**src/rtl/sbus_pkg.sv**
```systemverilog
package sbus_pkg;

    typedef enum logic [1:0] {
        OP_SEL_L = 2'd0,
        OP_SEL_R = 2'd1,
        OP_READ  = 2'd2,
        OP_WRITE = 2'd3
    } sbus_op_e;

    typedef enum logic [1:0] {
        PH_IDLE = 2'd0,
        PH_ADDR = 2'd1,
        PH_RD   = 2'd2,
        PH_WR   = 2'd3
    } sbus_phase_e;

endpackage

```
**src/rtl/sbus_decode.sv**
```systemverilog
module sbus_decode
    import sbus_pkg::*;
(
    input  logic       req_valid,
    input  logic [1:0] req_op,
    output logic       is_sel,
    output logic       sel_bank,
    output logic       is_data,
    output logic       is_read
);
    sbus_op_e op;

    always_comb begin
        op       = sbus_op_e'(req_op);
        is_sel   = req_valid && (op == OP_SEL_L || op == OP_SEL_R);
        sel_bank = (op == OP_SEL_R);
        is_data  = req_valid && (op == OP_READ || op == OP_WRITE);
        is_read  = (op == OP_READ);
    end
endmodule

```
**src/rtl/sbus_sel_reg.sv**
```systemverilog
module sbus_sel_reg #(
    parameter int W = 8
) (
    input  logic         clk,
    input  logic         rst_n,
    input  logic         load,
    input  logic         load_bank,
    input  logic [W-1:0] load_addr,
    output logic         bank,
    output logic [W-1:0] addr
);
    typedef struct packed {
        logic         bank;
        logic [W-1:0] addr;
    } sel_t;

    sel_t sel_d, sel_q;

    always_comb begin
        sel_d = sel_q;
        if (load) begin
            sel_d.bank = load_bank;
            sel_d.addr = load_addr;
        end
    end

    always_ff @(posedge clk) begin
        if (!rst_n) sel_q <= '0;
        else        sel_q <= sel_d;
    end

    assign bank = sel_q.bank;
    assign addr = sel_q.addr;
endmodule

```
**src/rtl/sbus_phase_gen.sv**
```systemverilog
module sbus_phase_gen
    import sbus_pkg::*;
#(
    parameter int W = 8
) (
    input  logic         clk,
    input  logic         rst_n,
    input  logic         start_sel,
    input  logic         start_data,
    input  logic         data_rd,
    input  logic [W-1:0] byte_in,
    output logic         addr_stb,
    output logic         data_stb,
    output logic         rd_phase,
    output logic         drive_en,
    output logic [W-1:0] drive_val
);
    typedef struct packed {
        sbus_phase_e  phase;
        logic [W-1:0] val;
    } ph_t;

    ph_t ph_d, ph_q;

    always_comb begin
        ph_d.phase = PH_IDLE;
        ph_d.val   = ph_q.val;
        if (start_sel) begin
            ph_d.phase = PH_ADDR;
            ph_d.val   = byte_in;
        end else if (start_data) begin
            ph_d.phase = data_rd ? PH_RD : PH_WR;
            if (!data_rd) ph_d.val = byte_in;
        end
    end

    always_ff @(posedge clk) begin
        if (!rst_n) ph_q <= '{phase: PH_IDLE, val: '0};
        else        ph_q <= ph_d;
    end

    assign addr_stb  = (ph_q.phase == PH_ADDR);
    assign data_stb  = (ph_q.phase == PH_RD) || (ph_q.phase == PH_WR);
    assign rd_phase  = (ph_q.phase == PH_RD);
    assign drive_en  = (ph_q.phase == PH_ADDR) || (ph_q.phase == PH_WR);
    assign drive_val = ph_q.val;
endmodule

```
**src/rtl/sbus_rd_capture.sv**
```systemverilog
module sbus_rd_capture #(
    parameter int W = 8
) (
    input  logic         clk,
    input  logic         rst_n,
    input  logic         rd_phase,
    input  logic [W-1:0] bus_in,
    output logic         rsp_valid,
    output logic [W-1:0] rsp_data
);
    typedef struct packed {
        logic         vld;
        logic [W-1:0] dat;
    } cap_t;

    cap_t cap_d, cap_q;

    always_comb begin
        cap_d.vld = rd_phase;
        cap_d.dat = rd_phase ? bus_in : cap_q.dat;
    end

    always_ff @(posedge clk) begin
        if (!rst_n) cap_q <= '0;
        else        cap_q <= cap_d;
    end

    assign rsp_valid = cap_q.vld;
    assign rsp_data  = cap_q.dat;
endmodule

```
**src/rtl/sidebank_bus_master.sv**
```systemverilog
module sidebank_bus_master #(
    parameter int W     = 8,
    localparam int LOCW = W + 1
) (
    input  logic            clk,
    input  logic            rst_n,
    input  logic            req_valid,
    input  logic [1:0]      req_op,
    input  logic [W-1:0]    req_byte,
    input  logic [W-1:0]    bus_in,
    output logic [W-1:0]    bus_out,
    output logic            bus_oe,
    output logic            bank_sel,
    output logic            addr_stb,
    output logic            data_stb,
    output logic            bus_rd,
    output logic [LOCW-1:0] sel_loc,
    output logic            rsp_valid,
    output logic [W-1:0]    rsp_data
);
    logic         is_sel, sel_bank, is_data, is_read;
    logic [W-1:0] held_addr;

    sbus_decode u_dec (
        .req_valid (req_valid),
        .req_op    (req_op),
        .is_sel    (is_sel),
        .sel_bank  (sel_bank),
        .is_data   (is_data),
        .is_read   (is_read)
    );

    sbus_sel_reg #(.W(W)) u_sel (
        .clk       (clk),
        .rst_n     (rst_n),
        .load      (is_sel),
        .load_bank (sel_bank),
        .load_addr (req_byte),
        .bank      (bank_sel),
        .addr      (held_addr)
    );

    sbus_phase_gen #(.W(W)) u_ph (
        .clk        (clk),
        .rst_n      (rst_n),
        .start_sel  (is_sel),
        .start_data (is_data),
        .data_rd    (is_read),
        .byte_in    (req_byte),
        .addr_stb   (addr_stb),
        .data_stb   (data_stb),
        .rd_phase   (bus_rd),
        .drive_en   (bus_oe),
        .drive_val  (bus_out)
    );

    sbus_rd_capture #(.W(W)) u_cap (
        .clk       (clk),
        .rst_n     (rst_n),
        .rd_phase  (bus_rd),
        .bus_in    (bus_in),
        .rsp_valid (rsp_valid),
        .rsp_data  (rsp_data)
    );

    assign sel_loc = {bank_sel, held_addr};
endmodule

```
**config.mk**
```make
export PLATFORM = sky130hd
export DESIGN_NAME = sidebank_bus_master
export DESIGN_NICKNAME = d
export VERILOG_FILES = /design/src/rtl/sbus_pkg.sv /design/src/rtl/sbus_decode.sv /design/src/rtl/sbus_sel_reg.sv /design/src/rtl/sbus_phase_gen.sv /design/src/rtl/sbus_rd_capture.sv /design/src/rtl/sidebank_bus_master.sv
export SDC_FILE = /design/constraint.sdc
export NUM_CORES = 1
export LEC_CHECK = 0
export BUFFER_PORTS_ARGS = -buffer_cell sky130_fd_sc_hd__buf_2
export CORE_ASPECT_RATIO = 1.5
export CORE_MARGIN = 2
export CORE_UTILIZATION = 24
export DETAILED_ROUTE_END_ITERATION = 8
export GPL_TIMING_DRIVEN = 0
export PLACE_DENSITY = 0.54
export SLEW_MARGIN = 20
export SYNTH_ARGS = -nofsm -noshare
export SYNTH_HDL_FRONTEND = slang
export SYNTH_HIERARCHICAL = 1
export SYNTH_SLANG_ARGS = --single-unit
```
**constraint.sdc**
```tcl
create_clock -name clk -period 1 [get_ports clk]
set_input_delay 0.25 -clock clk [delete_from_list [all_inputs] [get_ports clk]]
set_output_delay 0.25 -clock clk [all_outputs]
set_load 0.02 [all_outputs]
```
# Yosys cells after proc, flatten, opt, wreduce, memory -nomap -nowiden
# Index checks and enable logic that the tools add are counted.
# classes
addsub	0
n_mul	0
n_div	0
order_cmp	0
n_eq_ne	7
n_shift	0
mux	4
bitwise_logic	2
reduce_logical	10
# op_table
operator	count
$mux W9	2
$eq A2 B2 Y1 const B	4
$mux W8	1
$eq A2 B1 Y1 const B	2
$logic_or A1 B1 Y1	4
$reduce_or A3 Y1	1
$logic_and A1 B1 Y1	2
$logic_not A2 Y1	1
$ne A2 B2 Y1 const B	1
$not A1 Y1	2
$reduce_and A2 Y1	1
$reduce_bool A2 Y1	1
$mux W1	1
# totals
register_bits	28
latchBits	0
ram_bits	0
rom_bits	0
input_bits	21
output_inout_bits	31
wordCells	30
n_memories	0

# Logic depth before layout (Yosys ltp)
# depth
ltp_word	5
depth_mapped	4

# Modules after synthesis
# The synthesis kept the hierarchy.
# by_module_without_submodules
module	instances	cells_per_inst	area_each_um2	seq_area_each_um2
sbus_phase_gen	1	52	467.9	200.2
sbus_sel_reg	1	28	337.8	180.2
sbus_rd_capture	1	27	329.1	180.2
sbus_decode	1	4	27.5	0.0
sidebank_bus_master	1	1	7.5	0.0

# Worst setup path before layout
# Ideal clock, no wire load.
# synth_timing
kind	reg-to-reg
start	register u_ph/ph_q[9] (netlist name)
end	register u_cap.cap_q, in the netlist u_cap/rsp_data[0]
setup_time_ps	116
arrival_time_ps	1159
required_time_ps	884
path_slack_ps	-275
stages_incl_launch_ff	5
path_buffers	1
path_cell_list	dfxtp_1 nor2b_1 buf_6 mux2i_1 nor2b_1
# synth_via
elab_chain_cells	1
# synth_lines
item	line	source
from (decl)	sbus_phase_gen.sv:23	ph_t ph_d, ph_q;
from (signal assigned)	sbus_phase_gen.sv:38	if (!rst_n) ph_q <= '{phase: PH_IDLE, val: '0};
from (signal assigned)	sbus_phase_gen.sv:39	else ph_q <= ph_d;
$eq A2 B2 Y1	sbus_phase_gen.sv:44	assign rd_phase = (ph_q.phase == PH_RD);
via bus_rd	sidebank_bus_master.sv:16	output logic bus_rd,
to (signal assigned)	sbus_rd_capture.sv:25	else cap_q <= cap_d;
to (decl)	sbus_rd_capture.sv:16	cap_t cap_d, cap_q;
# The timed path passes the listed nets, and every way through them passes these cells.
# A chain may end at the register's enable or synchronous reset.

# Worst setup path after layout
# layout_timing
start	register u_ph/ph_q[9] (netlist name)
end	output bus_rd
# layout_via
elab_chain_cells	1
# layout_lines
item	line
$eq A2 B2 Y1	sbus_phase_gen.sv:44
to (decl)	sidebank_bus_master.sv:16
# Every way passes these cells.

==> results_dict.tcl <==
set metrics [dict create \
    r2r_slack_ns -0.14 \
    vdd.ir_drop.worst_mv 0.885 \
    syn_inst 112 \
    crit_path_top_delay_cell "dfxtp_2" \
    combPwrFrac_pct 19.5 \
    drt_iter0_drc 15 \
    gp_congestion 0.736 \
    grt_max_degree 20 \
    synth_fp_nets 133 \
    p_clk_share_pct 29.4 \
    skew_ns 0.00426 \
    cp_max_fo 3 \
    io_buffers 51 \
    cap_violations 0 \
    status "finished with violations" \
    startpoint_type "flip-flop" \
    r2r-start "u_ph/ph_q[9]" \
    crit_type "reg2out" \
    cts_buffer_depth 2 \
    violations "negative setup slack" \
    cts_buffers 3 \
    drive_above_1_share_pct 60.8 \
    netlist_top_cells_area "dfxtp_1 (48%), mux2i_1 (21%), nor2b_1 (12%)" \
    clkSlewWorstSetupHoldPaths_ns 0.10 \
    min_path_type "in2reg" \
    ys_ff_latch 28 \
    rsz0062_at_grt "true" \
    rows 31 \
    min_period_ns 1.18 \
    ys_types 14 \
    coreArea_mm2 0.00477 \
    seqCellArea_um2 594 \
    fillerInstances 493 \
    ys_seq_area_share_pct 47.9 \
    grt_pass1_wl_mm 3.97 \
    switching_power_uw 595 \
    cts_tree "yes" \
    syn2layout_area_growth_pct 56.6 \
    grt_overflow 0 \
    seq_power_share_pct 51.1 \
    hpwl_mm 1.85 \
    worstSkewPairLatency_ns 0.27 \
    antenna_cells 0 \
    reg2regPathDepth 5 \
    path_cells "nor2b_4 > buf_6" \
    yosysWarnings 6 \
    vias_per_cell 3.87 \
    fmax_ghz 0.846 \
    setup_ws_ns -0.183 \
    r2r_end "u_cap/rsp_data[6]" \
    end_kind "output port" \
    multi_input_area_um2 509 \
    powerDensity_mw_per_mm2 1300 \
    leakage_uw 0.000804 \
    first_global_vias 880 \
    vias 898 \
    synth_area_leader_cell "dfxtp_1" \
    start_util_pct 24.5 \
    syn_area_mm2 0.00117 \
    post-route-drc-count 0 \
    die_area_mm2 0.00546 \
    final_util_pct 38.4 \
    finalPower_uw 2380 \
    cts_root_buffer "clkbuf_8" \
    clock_sinks 28 \
    power.internal_uw 1790 \
    grt_util_all_layers_pct 9.76 \
    tightestPinTransition_ns 0.209 \
    die_h_um 89.5 \
    antenna_found_initial 0 \
    swShare_pct 25.0 \
    maxSlewHeadroom_pct 86.0 \
    firstDrtPassIters 4 \
    wl_per_cell_um 11.5 \
    ios 52 \
    setup_violations 16 \
    final-max-slew-violation-count 0 \
    cp.required_ns 0.75 \
    htree_levels 1 \
    period_share_pct 118 \
    arrival_ns 0.93 \
    layout.nets 188 \
    synth_top_area_share_pct 47.9 \
    finalWirelength_mm 2.68 \
    avgSynthCellArea_um2 10.4 \
    worstSetupEndpoint "bus_rd" \
    chipWidth_um 61.0 \
    finalHoldViolCount 0 \
    cts_hold_buf 0 \
    cp-startpoint "u_ph/ph_q[9]" \
    slowest_delay_ns 0.35 \
    ant_nets 0 \
]
[layout make-up]
class | count | area share [%]
sequential | 28 | 32.4
timing repair buffer | 58 | 29.0
multi-input combinational | 68 | 27.8
tap | 66 | 4.51
buffer | 7 | 3.07
clock buffer | 4 | 3.01
inverter | 1 | 0.205
[metrics by stage]
stage | hold WS, ns | std cells | setup WS, ns | area (um^2) | setup TNS (ns)
finish | 0.215 | 232 | -0.183 | 1830 | -1.28
global route | 0.218 | 232 | -0.221 | 1830 | -2.33
CTS | 0.207 | 226 | -0.180 | 1740 | -1.01
detailed placement | 0.451 | 229 | -0.295 | 1520 | -3.69
global placement | 0.447 | 229 | -0.258 | 1520 | -3.75
floorplan | 0.378 | 112 | -0.0336 | 1180 | -0.509
[what timing repair did]
item,in CTS,in global routing
gates cloned,0,1
endpoints found under the hold margin,0,0
pin swaps,0,1
buffers inserted,1,5
gates resized for setup,88,4
setup endpoints to repair,39,45
[power by group through the flow]
stage,Sequential [uW],Combinational (uW),Clock [uW]
6_report,1220,465,700
5_1_grt,1220,503,767
4_1_cts,1220,428,731
3_5_place_dp,1220,387,0
3_3_place_gp,1220,387,0
2_1_floorplan,1250,223,0
[cells in the mapped netlist]
cell type and instances:
nand2_1 16, buf_4 10, nor2b_1 22, a21oi_4 1, dfxtp_1 28, inv_2 1, mux2i_1 25, clkbuf_1 2
and2_1 1, and3b_1 1, buf_6 2, and2b_2 1, and2_2 1, buf_2 1
[cells in the final DEF (no fill, tap or decap), types with 2 or more instances in the layout]
| master | instances |
|---|---|
| buf_2 | 19 |
| buf_4 | 9 |
| buf_6 | 31 |
| clkbuf_1 | 2 |
| clkbuf_8 | 4 |
| dfxtp_2 | 27 |
| mux2i_1 | 24 |
| nand2_1 | 16 |
| nor2b_1 | 20 |
[how the worst min path moves through the flow]
| stage | slack, ns | from | cells past startpoint | to |
|---|---|---|---|---|
| 2_1_floorplan | 0.38 | rst_n | 1 | u_cap/rsp_data[0] |
| 3_3_place_gp | 0.45 | u_ph/drive_val[6] | 2 | u_ph/drive_val[6] |
| 3_5_place_dp | 0.45 | u_ph/drive_val[2] | 2 | u_ph/drive_val[2] |
| 4_1_cts | 0.21 | req_byte[5] | 3 | u_ph/drive_val[5] |
| 5_1_grt | 0.22 | req_byte[1] | 3 | u_ph/drive_val[1] |
| 6_report | 0.22 | req_byte[5] | 3 | u_ph/drive_val[5] |
[state kept, by name (all words and copies together), names as in the netlist]
name and cells:
u_ph/drive_val 8, u_sel/bank 1, u_ph/ph_q 2, u_cap/rsp_valid 1, u_sel/addr 8, u_cap/rsp_data 8
[logic make-up (layout without fill, tap and decap cells)]
group / Yosys count / in the layout / share of synthesized area (%)
simple gates: 42 / 42 / 19.6
flops: 28 / 28 / 47.9
mux: 25 / 25 / 21.4
buf+inv: 16 / 70 / 9.73
compound gates: 1 / 1 / 1.39
[worst max-delay path, delay by kind of cell, from the launching register on]
family / cells / cell delay, ns
buf+inv: 1 / 0.13
flops: 1 / 0.35
simple gates: 1 / 0.18
[layer usage]
| metal | part of all wire, % | GRT usage [%] | wire length, um |
|---|---|---|---|
| met1 | 40 | 11.1 | 1060 |
| met5 | 0 | 0 | 0 |
| met3 | 6.9 | 2.32 | 184 |
| met2 | 52 | 16.5 | 1390 |
| met4 | 1.3 | 5.14 | 34 |
Note: power is estimated with default switching activity, not from simulation.
